[src/rtl/fmul_pkg.sv]
package fmul_pkg;
  // Largest left distance for a given shift-set size; the remaining
  // entries of the set are right distances, one place apart.
  function automatic int left_max(input int set_size);
    case (set_size)
      8:       return 4;
      4:       return 2;
      default: return 1;
    endcase
  endfunction
endpackage

[src/rtl/fmul_mult.sv]
module fmul_mult #(
  parameter int DATA_W = 16,
  localparam int PROD_W = 2 * DATA_W
) (
  input  logic [DATA_W-1:0] a_i,
  input  logic [DATA_W-1:0] b_i,
  output logic [PROD_W-1:0] prod_o
);
  logic signed [PROD_W-1:0] ea;
  logic signed [PROD_W-1:0] eb;

  always_comb begin
    ea     = {{DATA_W{a_i[DATA_W-1]}}, a_i};
    eb     = {{DATA_W{b_i[DATA_W-1]}}, b_i};
    prod_o = ea * eb;
  end
endmodule

[src/rtl/fmul_decode.sv]
module fmul_decode
  import fmul_pkg::*;
#(
  parameter int CODE_W    = 3,
  parameter int SHIFT_SET = 8,
  localparam int LMAX     = left_max(SHIFT_SET)
) (
  input  logic [CODE_W-1:0]    code_i,
  output logic [SHIFT_SET-1:0] sel_o
);
  // Entry k moves the product left by LMAX-k places, so its code is k-LMAX.
  logic [SHIFT_SET-1:0] hit;

  for (genvar k = 0; k < SHIFT_SET; k++) begin : g_hit
    localparam logic signed [CODE_W-1:0] KCODE = CODE_W'(k - LMAX);
    assign hit[k] = ($signed(code_i) == KCODE);
  end

  // An unsupported code falls back to the no-shift entry.
  always_comb begin
    sel_o = hit;
    if (hit == '0) sel_o[LMAX] = 1'b1;
  end
endmodule

[src/rtl/fmul_align.sv]
module fmul_align
  import fmul_pkg::*;
#(
  parameter int DATA_W    = 16,
  parameter int SHIFT_SET = 8,
  localparam int PROD_W   = 2 * DATA_W,
  localparam int LMAX     = left_max(SHIFT_SET),
  localparam int FRAC     = DATA_W - 1,
  localparam int EXT_W    = PROD_W + SHIFT_SET - 1
) (
  input  logic [PROD_W-1:0]    prod_i,
  input  logic [SHIFT_SET-1:0] sel_i,
  output logic [DATA_W-1:0]    res_o
);
  // Product sign-extended on top and moved up by LMAX, so that every
  // candidate window is a constant slice of one vector.
  logic [EXT_W-1:0]  ext;
  logic [DATA_W-1:0] cand [SHIFT_SET];
  logic              unused_ext;

  always_comb begin
    ext = {{(EXT_W-PROD_W){prod_i[PROD_W-1]}}, prod_i};
    ext = ext << LMAX;
  end

  for (genvar k = 0; k < SHIFT_SET; k++) begin : g_win
    assign cand[k] = ext[FRAC + k +: DATA_W];
  end

  // Truncated low bits and the spare sign copy never reach the result.
  assign unused_ext = ^{ext[EXT_W-1], ext[FRAC-1:0]};

  always_comb begin
    res_o = '0;
    for (int k = 0; k < SHIFT_SET; k++) begin
      if (sel_i[k]) res_o = res_o | cand[k];
    end
  end
endmodule

[src/rtl/fmul_scaled.sv]
module fmul_scaled #(
  parameter int DATA_W    = 16,
  parameter int CODE_W    = 3,
  parameter int SHIFT_SET = 8
) (
  input  logic              clk,
  input  logic              rst,
  input  logic              in_vld,
  input  logic [DATA_W-1:0] opnd_a,
  input  logic [DATA_W-1:0] opnd_b,
  input  logic [CODE_W-1:0] shf_code,
  output logic              out_vld,
  output logic [DATA_W-1:0] out_res
);
  localparam int PROD_W = 2 * DATA_W;

  logic [PROD_W-1:0]    prod;
  logic [SHIFT_SET-1:0] sel;
  logic [DATA_W-1:0]    res_c;
  logic                 vld_q;
  logic [DATA_W-1:0]    res_q;

  fmul_mult #(.DATA_W(DATA_W)) u_mult (
    .a_i    (opnd_a),
    .b_i    (opnd_b),
    .prod_o (prod)
  );

  fmul_decode #(.CODE_W(CODE_W), .SHIFT_SET(SHIFT_SET)) u_dec (
    .code_i (shf_code),
    .sel_o  (sel)
  );

  fmul_align #(.DATA_W(DATA_W), .SHIFT_SET(SHIFT_SET)) u_align (
    .prod_i (prod),
    .sel_i  (sel),
    .res_o  (res_c)
  );

  always_ff @(posedge clk) begin
    if (rst) begin
      vld_q <= 1'b0;
      res_q <= '0;
    end else begin
      vld_q <= in_vld;
      if (in_vld) res_q <= res_c;
    end
  end

  assign out_vld = vld_q;
  assign out_res = res_q;
endmodule

[config.mk]
export PLATFORM = sky130hd
export DESIGN_NAME = fmul_scaled
export DESIGN_NICKNAME = d
export VERILOG_FILES = /design/src/rtl/fmul_pkg.sv /design/src/rtl/fmul_mult.sv /design/src/rtl/fmul_decode.sv /design/src/rtl/fmul_align.sv /design/src/rtl/fmul_scaled.sv
export SDC_FILE = /design/constraint.sdc
export NUM_CORES = 1
export LEC_CHECK = 0
export ABC_AREA = 0
export BUFFER_PORTS_ARGS = -buffer_cell sky130_fd_sc_hd__clkbuf_2
export CAP_MARGIN = 20
export CORE_ASPECT_RATIO = 2
export CORE_MARGIN = 5
export CORE_UTILIZATION = 35
export DETAILED_ROUTE_END_ITERATION = 10
export GPL_TIMING_DRIVEN = 0
export PLACE_DENSITY = 0.54
export SKIP_LAST_GASP = 1
export SLEW_MARGIN = 15
export SYNTH_ARGS = -nofsm -noshare
export SYNTH_HDL_FRONTEND = slang
export SYNTH_SLANG_ARGS = --single-unit
export TNS_END_PERCENT = 30
[constraint.sdc]
create_clock -name clk -period 15.16 [get_ports clk]
set_input_delay 1.516 -clock clk [delete_from_list [all_inputs] [get_ports clk]]
set_output_delay 1.516 -clock clk [all_outputs]
set_load 0.1 [all_outputs]
==> results of run 1 <==
worst register-to-register path: stages (launching register included):
cell	delay (ns)
dfxtp_1	0.31
o21bai_1	0.19
nor2_1	0.07
a31oi_1	0.20
o21ai_0	0.11
routing by layer:
| metal | vias to the layer above | share of wire | routed length [um] |
|---|---|---|---|
| li1 | 4141 | - | - |
| met1 | 4718 | 0.33 | 11400 |
| met2 | 245 | 0.57 | 19800 |
| met3 | 103 | 0.024 | 842 |
| met4 | 0 | 0.081 | 2820 |
| met5 | - | 0 | 0 |
cells in the final DEF, fill, tap and decap left out, types with 7 or more instances in the layout:
cell      synthesis  final
clkbuf_1         51     51
nand2_1         155    155
mux2i_1           8      8
o211ai_1         14     14
nand3_1          10     10
fa_1            261    261
a311oi_1          7      7
o21ai_0          26     26
nor2_1           44     44
xor2_1            9      9
o21bai_1         10     10
a211oi_1          9      9
nor3_1           15     15
dfxtp_1          17     17
xnor2_1          20     20
a211o_1           8      8
clkbuf_2          0     53
ha_1             79     79
inv_1           311    311
and2_1          124    124
a21oi_1          30     30
Yosys cell counts (3+ instances only):
library cell    n  area share
nand3_1        10      0.0044
o32ai_1         3      0.0023
buf_2           6      0.0026
a211o_1         8      0.0061
xor2_1          9      0.0069
nor3_1         15      0.0065
inv_1         311        0.10
o22ai_1         3      0.0016
a31oi_1         5      0.0027
ha_1           79       0.086
o211ai_1       14      0.0092
clkbuf_1       51       0.017
nand4_1         5      0.0027
a21o_1          6      0.0039
nor2_1         44       0.014
and3_1          3      0.0016
o21ai_0        26       0.011
mux4_2          3      0.0059
o31ai_1         3      0.0020
nand2_1       155       0.051
a41oi_1         4      0.0031
xnor2_1        20       0.015
o21bai_1       10      0.0065
a21oi_1        30       0.013
mux2i_1         8      0.0070
a311oi_1        7      0.0053
fa_1          261        0.46
or2_1           4      0.0022
nand2b_1        6      0.0033
o311ai_0        3      0.0023
dfxtp_1        17       0.030
a211oi_1        9      0.0059
and2_1        124       0.068
o21a_1          6      0.0039
state kept, by name, indices dropped and copies added (netlist names):
| signal | cells |
|---|---|
| out_res | 16 |
| out_vld | 1 |
logic make-up after synthesis:
logic type	Yosys count	synth area share
xor+xnor	29	0.0222
simple gates	376	0.161
fa+ha+maj	340	0.542
buf+inv	369	0.122
flops	17	0.0297
compound gates	168	0.107
mux	14	0.0158
how the worst max path moves through the flow:
stage,slack [ns],startpoint,cells past startpoint,end
2_1_floorplan,7.18,opnd_a[15],23,out_res[12]
3_3_place_gp,5.91,opnd_a[15],23,out_res[11]
3_5_place_dp,5.91,opnd_a[15],23,out_res[11]
4_1_cts,6.11,opnd_a[15],23,out_res[11]
5_1_grt,5.72,opnd_a[15],23,out_res[11]
6_report,6.15,opnd_a[15],23,out_res[11]
per-stage QoR:
| stage | worst slack [ns] | hold slack, ns | instance area, um^2 | util |
|---|---|---|---|---|
| finish | 6.15 | 0.499 | 12300 | 0.382 |
| global route | 5.72 | 0.534 | 12300 | 0.382 |
| floorplan | 7.18 | 0.921 | 11500 | - |
| global placement | 5.91 | 0.481 | 12300 | 0.379 |
| detailed placement | 5.91 | 0.479 | 12300 | 0.379 |
| CTS | 6.11 | 0.498 | 12300 | 0.382 |
final cells by class:
| cell class | instances | area (um^2) |
|---|---|---|
| fillers | 3445 | 20000 |
| multi-input cells | 927 | 9730 |
| inverters | 311 | 1170 |
| well taps | 427 | 534 |
| flip-flops and latches | 17 | 340 |
| repair buffers | 53 | 265 |
| plain buffers | 58 | 229 |
| clock buffers | 3 | 75.1 |
| clock inverters | 1 | 5.00 |
==> metrics, run 1 <==
clock transition time at the flip-flop clock pins of the worst setup and hold paths 0.05 ns; nets@finish 1749; DRC viols 0; count of placed standard cells in the final layout, fillers left out 1797; worst min-delay path endpoint out_res[14]; critical register-to-register path startpoint out_res[10]; total number of vias 9207; synth warn 0; cells along the critical path clkbuf_2 -> clkbuf_1 -> nand2_1 -> inv_1 -> fa_1 -> inv_1 -> fa_1 -> inv_1 -> fa_1 -> fa_1 -> fa_1 -> inv_1 -> fa_1 -> inv_1 -> ha_1 -> nand4_1 -> or2_1 -> o221ai_1 -> a21oi_1 -> o21ai_0 -> xor2_1 -> o2111ai_1 -> a311oi_1; via count of the first global-routing pass 10.6k; element type at the critical path end register; Unique masters post-synth 67; ant diodes 0; standard-cell row count 93; quantity of I/O buffers inserted on ports 53; Post-Place Cells 1793; maximum cell stage delay along the critical path 0.86 ns; Register-to-Register Setup Slack 14.17 ns; pins over their slew limit 0; max-cap violation count 0; actual transition at the worst max-transition pin 0.951 ns; Slew HR 0.361; clock sinks 17; worst-skew pair later-pin latency 0.25 ns; FFs w/ async S/R, synth 0; grt ovf 0; CTS buffer count 3; worst-path cell with the longest stage delay fa_1; DR pass1 iterations 4; pin count of the biggest net entering global routing 11; #FFs+latches synth 17; Post-Syn Area 11500 um^2; layout cells sized above 1 0.0620; required time at the worst-slack endpoint 15.32 ns; Primary FF master, synth dfxtp_1; hold buffer count at cts 0; ANT nets after route 0; minimum clock period 9.01 ns; setup repair after global routing missed its margin no; antenna violations before repair 0; final-report setup violation count 0; status complete, no violations; gp weighted congestion 0.927; crit path max fanout 10; number of buffers inserted by post-CTS setup repair 0; Top cell by count, worst path fa_1; Worst Reg2Reg Path Length in Cells 4; CP bufs+invs 7; drt total wl 34900 um; clock tree from TritonCTS built; number of endpoints with negative hold slack in the final report 0; detail-routed via count per cell 5.12; launch point of the worst hold path out_res[14]; startpoint kind of the worst setup timing path input port; global-route wire length before repair 57300 um; number of levels the H-tree was split into 1; kind of path behind the tightest hold check reg2reg; CTS-repair resized insts 0; Synthesized Nets 1691; hold path cells 2; sum of negative setup slack 0 ns; met2 demand-to-capacity share in global routing 0.395; Avg Cell Area, Syn 8.73 um^2; Initial DRC Count 375; Post-Route Skew 0 ns; cells after synthesis 1313; maximum count of clock buffers along a single path 2; die boundary width 138 um; Fmax 111 MHz; critical path's top delay family adder cells; GR Util met1 0.200; full die area 36700 um^2; effective utilization at floorplan 0.354; area delta synth->final 7.67%; r2r endpoint out_res[10]; half-perimeter wire length of the detailed placement result 31400 um; Post-synth EDFFs 0; io pins 55; post-synthesis sequential area ratio 0.0297; data arrival time of the critical path 9.16 ns; Tcrit/Tclk final 0.594; detail-routed net length per standard cell 19.4 um; peak-usage layer in the global routing report met2; GR Layer Usage met3 0.00888; classification of the worst setup path in2reg; total core area 32300 um^2; Root Buffer clkbuf_16; die boundary height 266 um; overall global routing resource usage 0.202
Power of run 1 is left out: the tool's default activity adds up to more than one toggle a clock period on the data nets, which glitch-free logic cannot reach.
==> run 2, diff against run 1 <==
==> constraint.sdc (replaced) <==
create_clock -name clk -period 8.75 [get_ports clk]
set_input_delay 0.875 -clock clk [delete_from_list [all_inputs] [get_ports clk]]
set_output_delay 0.875 -clock clk [all_outputs]
set_load 0.1 [all_outputs]
==> run 2 against run 1 <==
  * Via count about the same
  * Register-to-register slack worse by 6.4 ns
  * Non-clock buffer count unchanged
  * First-iteration DRC count unchanged
  * Highest routed layer unchanged
==> metrics, run 2 (synthesized netlist as in run 1, its figures left out) <==
status complete, no violations (unchanged); maximum count of clock buffers along a single path 2 (unchanged); critical register-to-register path startpoint out_res[10] (unchanged); minimum hold slack 0.499 ns (unchanged); worst-path cell with the longest stage delay fa_2 (was fa_1); max-cap violation count 0 (unchanged); number of levels the H-tree was split into 1 (unchanged); launch point of the worst hold path out_res[14] (unchanged); Initial DRC Count 375 (unchanged); post-route setup slack 0.545 ns (was 6.15 ns); DR pass1 iterations 4 (unchanged); startpoint kind of the worst setup timing path input port (unchanged); die boundary height 266 um (unchanged); max reg flops 16 (unchanged); total number of vias 9205 (was 9207); total core area 32300 um^2 (unchanged); Root Buffer clkbuf_16 (unchanged); layout cells sized above 1 0.0628 (was 0.0620); clock sinks 17 (unchanged); ANT nets after route 0 (unchanged); element type at the critical path end register (unchanged); crit path max fanout 10 (unchanged); ant diodes 0 (unchanged); classification of the worst setup path in2reg (unchanged); full die area 36700 um^2 (unchanged); standard-cell row count 93 (unchanged); setup repair after global routing missed its margin no (unchanged); area delta synth->final 7.69% (was 7.67%); effective utilization at floorplan 0.354 (unchanged); Fmax 122 MHz; antenna violations before repair 0 (unchanged); global-route wire length before repair 57300 um (unchanged); overall global routing resource usage 0.202 (unchanged); critical path's top delay family adder cells (unchanged); Slew HR 0.361 (unchanged); Register-to-Register Setup Slack 7.76 ns (was 14.17 ns); filler cell count in the final layout 3447 (was 3445); count of placed standard cells in the final layout, fillers left out 1797 (unchanged); data arrival time of the critical path 8.36 ns (was 9.16 ns); actual transition at the worst max-transition pin 0.951 ns (unchanged); drt total wl 34900 um (about the same); nets@finish 1749 (unchanged); half-perimeter wire length of the detailed placement result 31400 um (unchanged); clock transition time at the flip-flop clock pins of the worst setup and hold paths 0.05 ns (about the same); pins over their slew limit 0 (unchanged); detail-routed via count per cell 5.12 (about the same); detail-routed net length per standard cell 19.4 um (about the same); grt ovf 0 (unchanged); DRC viols 0 (unchanged); pin count of the biggest net entering global routing 11 (unchanged); number of buffers inserted by post-CTS setup repair 0 (unchanged); final-report setup violation count 0 (unchanged); gp weighted congestion 0.927 (unchanged); cells along the critical path clkbuf_2 -> clkbuf_1 -> nand2_1 -> inv_1 -> fa_1 -> inv_1 -> fa_2 -> inv_1 -> fa_1 -> fa_1 -> fa_1 -> inv_1 -> fa_1 -> inv_1 -> ha_1 -> nand4_1 -> or2_1 -> o221ai_1 -> a21oi_1 -> o21ai_0 -> xor2_1 -> o2111ai_1 -> a311oi_1 (was clkbuf_2 -> clkbuf_1 -> nand2_1 -> inv_1 -> fa_1 -> inv_1 -> fa_1 -> inv_1 -> fa_1 -> fa_1 -> fa_1 -> inv_1 -> fa_1 -> inv_1 -> ha_1 -> nand4_1 -> or2_1 -> o221ai_1 -> a21oi_1 -> o21ai_0 -> xor2_1 -> o2111ai_1 -> a311oi_1); Post-Place Cells 1793 (unchanged); number of endpoints with negative hold slack in the final report 0 (unchanged); sum of negative setup slack 0 ns (unchanged); required time at the worst-slack endpoint 8.91 ns (was 15.32 ns); start point of the critical path opnd_a[15] (unchanged); CP bufs+invs 7 (unchanged); CTS buffer count 3 (unchanged); top library cells by usage in the layout, fill and taps aside inv_1, fa_1, nand2_1 (unchanged); clock tree from TritonCTS built (unchanged); minimum clock period 8.20 ns; worst-skew pair later-pin latency 0.25 ns (about the same); Tcrit/Tclk final 0.938; kind of path behind the tightest hold check reg2reg (unchanged); io pins 55 (unchanged); via count of the first global-routing pass 10.6k (unchanged); Post-Route Skew 0 ns (unchanged); die boundary width 138 um (unchanged); pre-CTS WS 0.143 ns (was 5.91 ns); maximum cell stage delay along the critical path 0.75 ns (was 0.86 ns); quantity of I/O buffers inserted on ports 53 (unchanged); most common cell after layout, fill and taps aside inv_1 (unchanged)
run 2: tightest hold or removal path, cell delays in order (launching register included):
cell	delay, ns
dfxtp_1	0.31
nor2_1	0.09
a311oi_1	0.06
run 2: stage by stage:
stage	util	cell area (um^2)
2_1_floorplan	-	11500
3_3_place_gp	0.379	12300
3_5_place_dp	0.379	12300
4_1_cts	0.382	12300
5_1_grt	0.382	12300
6_report	0.382	12300
run 2: final timing paths:
path / endpoint / depth (start not counted)
worst max-delay path: out_res[11] / 23
worst min-delay path: out_res[14] / 2
worst max register to register: out_res[10] / 4
worst min register to register: out_res[14] / 2
run 2: what timing repair did:
item	4_1_cts	5_1_grt
setup endpoints to repair	0	1
gates resized for setup	0	1
hold buffers	0	0
run 2: routing by layer:
| metal | track usage | share of wire | up-vias |
|---|---|---|---|
| met5 | 0 | 0 | - |
| met4 | 0.127 | 0.081 | 0 |
| met3 | 0.00888 | 0.025 | 103 |
| met2 | 0.395 | 0.57 | 249 |
| met1 | 0.200 | 0.33 | 4712 |
| li1 | - | - | 4141 |
run 2: final cells by class:
class	instances	area, um^2	area share
Multi-Input combinational cell	927	9730	0.788
Sequential cell	17	340	0.0276
Clock inverter	1	5.00	0.000405
Timing Repair Buffer	53	265	0.0215
Inverter	311	1170	0.0946
Clock buffer	3	75.1	0.00608
Buffer	58	229	0.0185
Tap cell	427	534	0.0433
Power of run 2 is left out for the same reason.
==> run 3, diff against run 2 <==
--- a/config.mk
+++ b/config.mk
@@ -5,7 +5,7 @@
 export SDC_FILE = /design/constraint.sdc
 export NUM_CORES = 1
 export LEC_CHECK = 0
-export ABC_AREA = 0
+export ABC_AREA = 1
 export BUFFER_PORTS_ARGS = -buffer_cell sky130_fd_sc_hd__clkbuf_2
 export CAP_MARGIN = 20
 export CORE_ASPECT_RATIO = 2
==> run 3 against run 2 <==
  * Utilization fell by 0.54 points
  * Critical path type unchanged
  * Sequential share of layout area fell by 0.17 points
  * Fmax rose by 4.8%
  * First-iteration DRC count rose by 29%
  * Wire length rose by 12%
  * Synthesized cell count rose by 33%
  * Largest cell class unchanged
  * Non-clock buffer count fell by 15
  * Worst hold slack improved by 0.022 ns
  * Die area rose by 7.4%
  * Register-to-register slack improved by 0.33 ns
  * Cell count rose by 24%
==> metrics, run 3 <==
status complete, no violations (unchanged); die boundary width 143 um (was 138 um); kind of path behind the tightest hold check reg2reg (unchanged); clock transition time at the flip-flop clock pins of the worst setup and hold paths 0.05 ns (about the same); detail-routed via count per cell 4.84 (was 5.12); post-synthesis sequential area ratio 0.0275 (was 0.0297); sequential standard cell area 340 um^2 (unchanged); die boundary height 276 um (was 266 um); crit path max fanout 10 (unchanged); CTS buffer count 3 (unchanged); DR pass1 iterations 5 (was 4); worst-path cell with the longest stage delay fa_1 (was fa_2); library cell with the highest instance count after synthesis inv_1 (unchanged); filler cell count in the final layout 3808 (was 3447); detail-routed net length per standard cell 17.5 um (was 19.4 um); startpoint kind of the worst setup timing path input port (unchanged); number of endpoints with negative hold slack in the final report 0 (unchanged); clock sinks 17 (unchanged); max-cap violation count 0 (unchanged); number of levels the H-tree was split into 1 (unchanged); hold buffer count at cts 0 (unchanged); Initial DRC Count 484 (was 375); hold path cells 2 (unchanged); Avg Cell Area, Syn 7.06 um^2 (was 8.73 um^2); maximum count of clock buffers along a single path 2 (unchanged); worst min-delay path endpoint out_res[10] (was out_res[14]); maximum cell stage delay along the critical path 0.79 ns (was 0.75 ns); simple-gate area share of the yosys netlist 0.250 (was 0.161); setup repair after global routing missed its margin no (unchanged); total number of vias 10.8k (was 9205); Root Buffer clkbuf_16 (unchanged); Post-Route Skew 0 ns (unchanged); required time at the worst-slack endpoint 8.93 ns (was 8.91 ns); Worst Reg2Reg Path Length in Cells 2 (was 4); top library cells by usage in the layout, fill and taps aside inv_1, nand2_1, fa_1 (was inv_1, fa_1, nand2_1); r2r endpoint out_res[13] (was out_res[10]); worst-skew pair later-pin latency 0.25 ns (about the same); Register-to-Register Setup Slack 8.09 ns (was 7.76 ns); via count of the first global-routing pass 11.8k (was 10.6k); overall global routing resource usage 0.207 (was 0.202); minimum clock period 7.83 ns (was 8.20 ns); element type at the critical path end register (unchanged); actual transition at the worst max-transition pin 0.854 ns (was 0.951 ns); post-synthesis compound-gate area fraction 0.0370 (was 0.107); Synthesized Nets 2130 (was 1691); cells after synthesis 1752 (was 1313); most common cell after layout, fill and taps aside inv_1 (unchanged); Primary FF master, synth dfxtp_1 (unchanged); pin count of the biggest net entering global routing 11 (unchanged); adder-cell share of the synthesized area 0.503 (was 0.542); largest family of logic cells by synthesized area adder cells (unchanged); Post-synth EDFFs 0 (unchanged); Post-Syn Area 12400 um^2 (was 11500 um^2); final-report setup violation count 0 (unchanged); io pins 55 (unchanged); standard-cell row count 97 (was 93); classification of the worst setup path in2reg (unchanged); Slew HR 0.431 (was 0.361); total core area 35000 um^2 (was 32300 um^2); quantity of I/O buffers inserted on ports 30 (was 53); ANT nets after route 0 (unchanged); main area contributors after synthesis fa_1, inv_1, nand2_1 (was fa_1, inv_1, ha_1); antenna violations before repair 0 (unchanged); sum of negative setup slack 0 ns (unchanged); Cell Area, Placed 13100 um^2 (was 12300 um^2); global-route wire length before repair 63100 um (was 57300 um); Unique masters post-synth 35 (was 67); max reg flops 16 (unchanged); full die area 39400 um^2 (was 36700 um^2); effective utilization at floorplan 0.354 (about the same); nets@finish 2166 (was 1749); Top cell by count, worst path fa_1; cells along the critical path clkbuf_1 -> clkbuf_1 -> nand2_1 -> fa_1 -> fa_1 -> inv_1 -> fa_1 -> fa_1 -> fa_1 -> inv_1 -> fa_1 -> inv_1 -> ha_1 -> nand2_1 -> nor2_1 -> inv_1 -> nor2_1 -> nand3_1 -> nand4_1 -> nand2_1 -> o21ai_0 -> nor2_1 -> a21oi_1 (was clkbuf_2 -> clkbuf_1 -> nand2_1 -> inv_1 -> fa_1 -> inv_1 -> fa_2 -> inv_1 -> fa_1 -> fa_1 -> fa_1 -> inv_1 -> fa_1 -> inv_1 -> ha_1 -> nand4_1 -> or2_1 -> o221ai_1 -> a21oi_1 -> o21ai_0 -> xor2_1 -> o2111ai_1 -> a311oi_1); synth cell count leaders inv_1, nand2_1, fa_1 (was inv_1, fa_1, nand2_1); DRC viols 0 (unchanged); pins over their slew limit 0 (unchanged); area delta synth->final 6.40% (was 7.69%); area of combinational cells with multiple inputs 9850 um^2 (was 9730 um^2); Tcrit/Tclk final 0.895 (was 0.938); multiplexer share of the synthesized area 0 (was 0.0158); largest area contributor in the netlist fa_1 (unchanged); number of buffers inserted by post-CTS setup repair 0 (unchanged); half-perimeter wire length of the detailed placement result 35200 um (was 31400 um); fraction of synthesized cell area in xor and xnor cells 0.00709 (was 0.0222); synth warn 0 (unchanged); gp weighted congestion 0.911 (was 0.927); grt ovf 0 (unchanged); launch point of the worst hold path out_res[10] (was out_res[14]); FFs w/ async S/R, synth 0 (unchanged); ant diodes 0 (unchanged); critical register-to-register path startpoint out_res[13] (was out_res[10]); post-route design area 13200 um^2 (was 12300 um^2); proportion of netlist area held by the largest area contributor 0.423 (was 0.456); layout cells sized above 1 0.0420 (was 0.0628); data arrival time of the critical path 8.01 ns (was 8.36 ns); Fmax 128 MHz (was 122 MHz); clock tree from TritonCTS built (unchanged); CTS-repair resized insts 0 (unchanged); #FFs+latches synth 17 (unchanged); drt total wl 39200 um (was 34900 um)
run 3: worst max path at each step:
stage / endpoint / cells past startpoint / from / slack [ns]
6_report: out_res[8] / 23 / opnd_b[5] / 0.92
2_1_floorplan: out_res[11] / 27 / opnd_b[5] / 2.34
3_5_place_dp: out_res[12] / 26 / opnd_b[5] / 0.71
3_3_place_gp: out_res[12] / 26 / opnd_b[5] / 0.72
5_1_grt: out_res[8] / 23 / opnd_b[5] / 0.60
4_1_cts: out_res[12] / 26 / opnd_b[5] / 0.94
run 3: metal layers:
metal  global-route usage  up-vias  part of all wire
met3              0.00745      121             0.023
met4                0.132        0             0.081
met2                0.412      289              0.57
li1                     -     5119                 -
met5                    0        -                 0
met1                0.202     5274              0.32
run 3: layout make-up:
type | instances | share of cell area
buffer | 65 | 0.0188
clock buffer | 4 | 0.00599
inverter | 513 | 0.146
multi-input combinational | 1157 | 0.749
sequential | 17 | 0.0259
tap | 445 | 0.0423
timing repair buffer | 31 | 0.0118
run 3: cells by family after synthesis:
group	after synthesis
compound gates	86
xor+xnor	10
fa+ha+maj	340
buf+inv	578
flops	17
simple gates	721
run 3: critical path: cells and delay by family:
kind,cells,cell delay [ns]
fa+ha+maj,7,3.68
simple gates,8,1.70
buf+inv,6,1.38
compound gates,2,0.36
run 3: metrics by stage:
step | utilization | setup slack [ns] | hold WS [ns] | cells
finish | 0.376 | 0.920 | 0.521 | 2232
global route | 0.376 | 0.597 | 0.552 | 2232
CTS | 0.376 | 0.937 | 0.524 | 2232
detailed placement | 0.374 | 0.708 | 0.498 | 2228
global placement | 0.374 | 0.717 | 0.495 | 2227
floorplan | - | 2.34 | 0.947 | 1752
Power of run 3 is left out for the same reason.
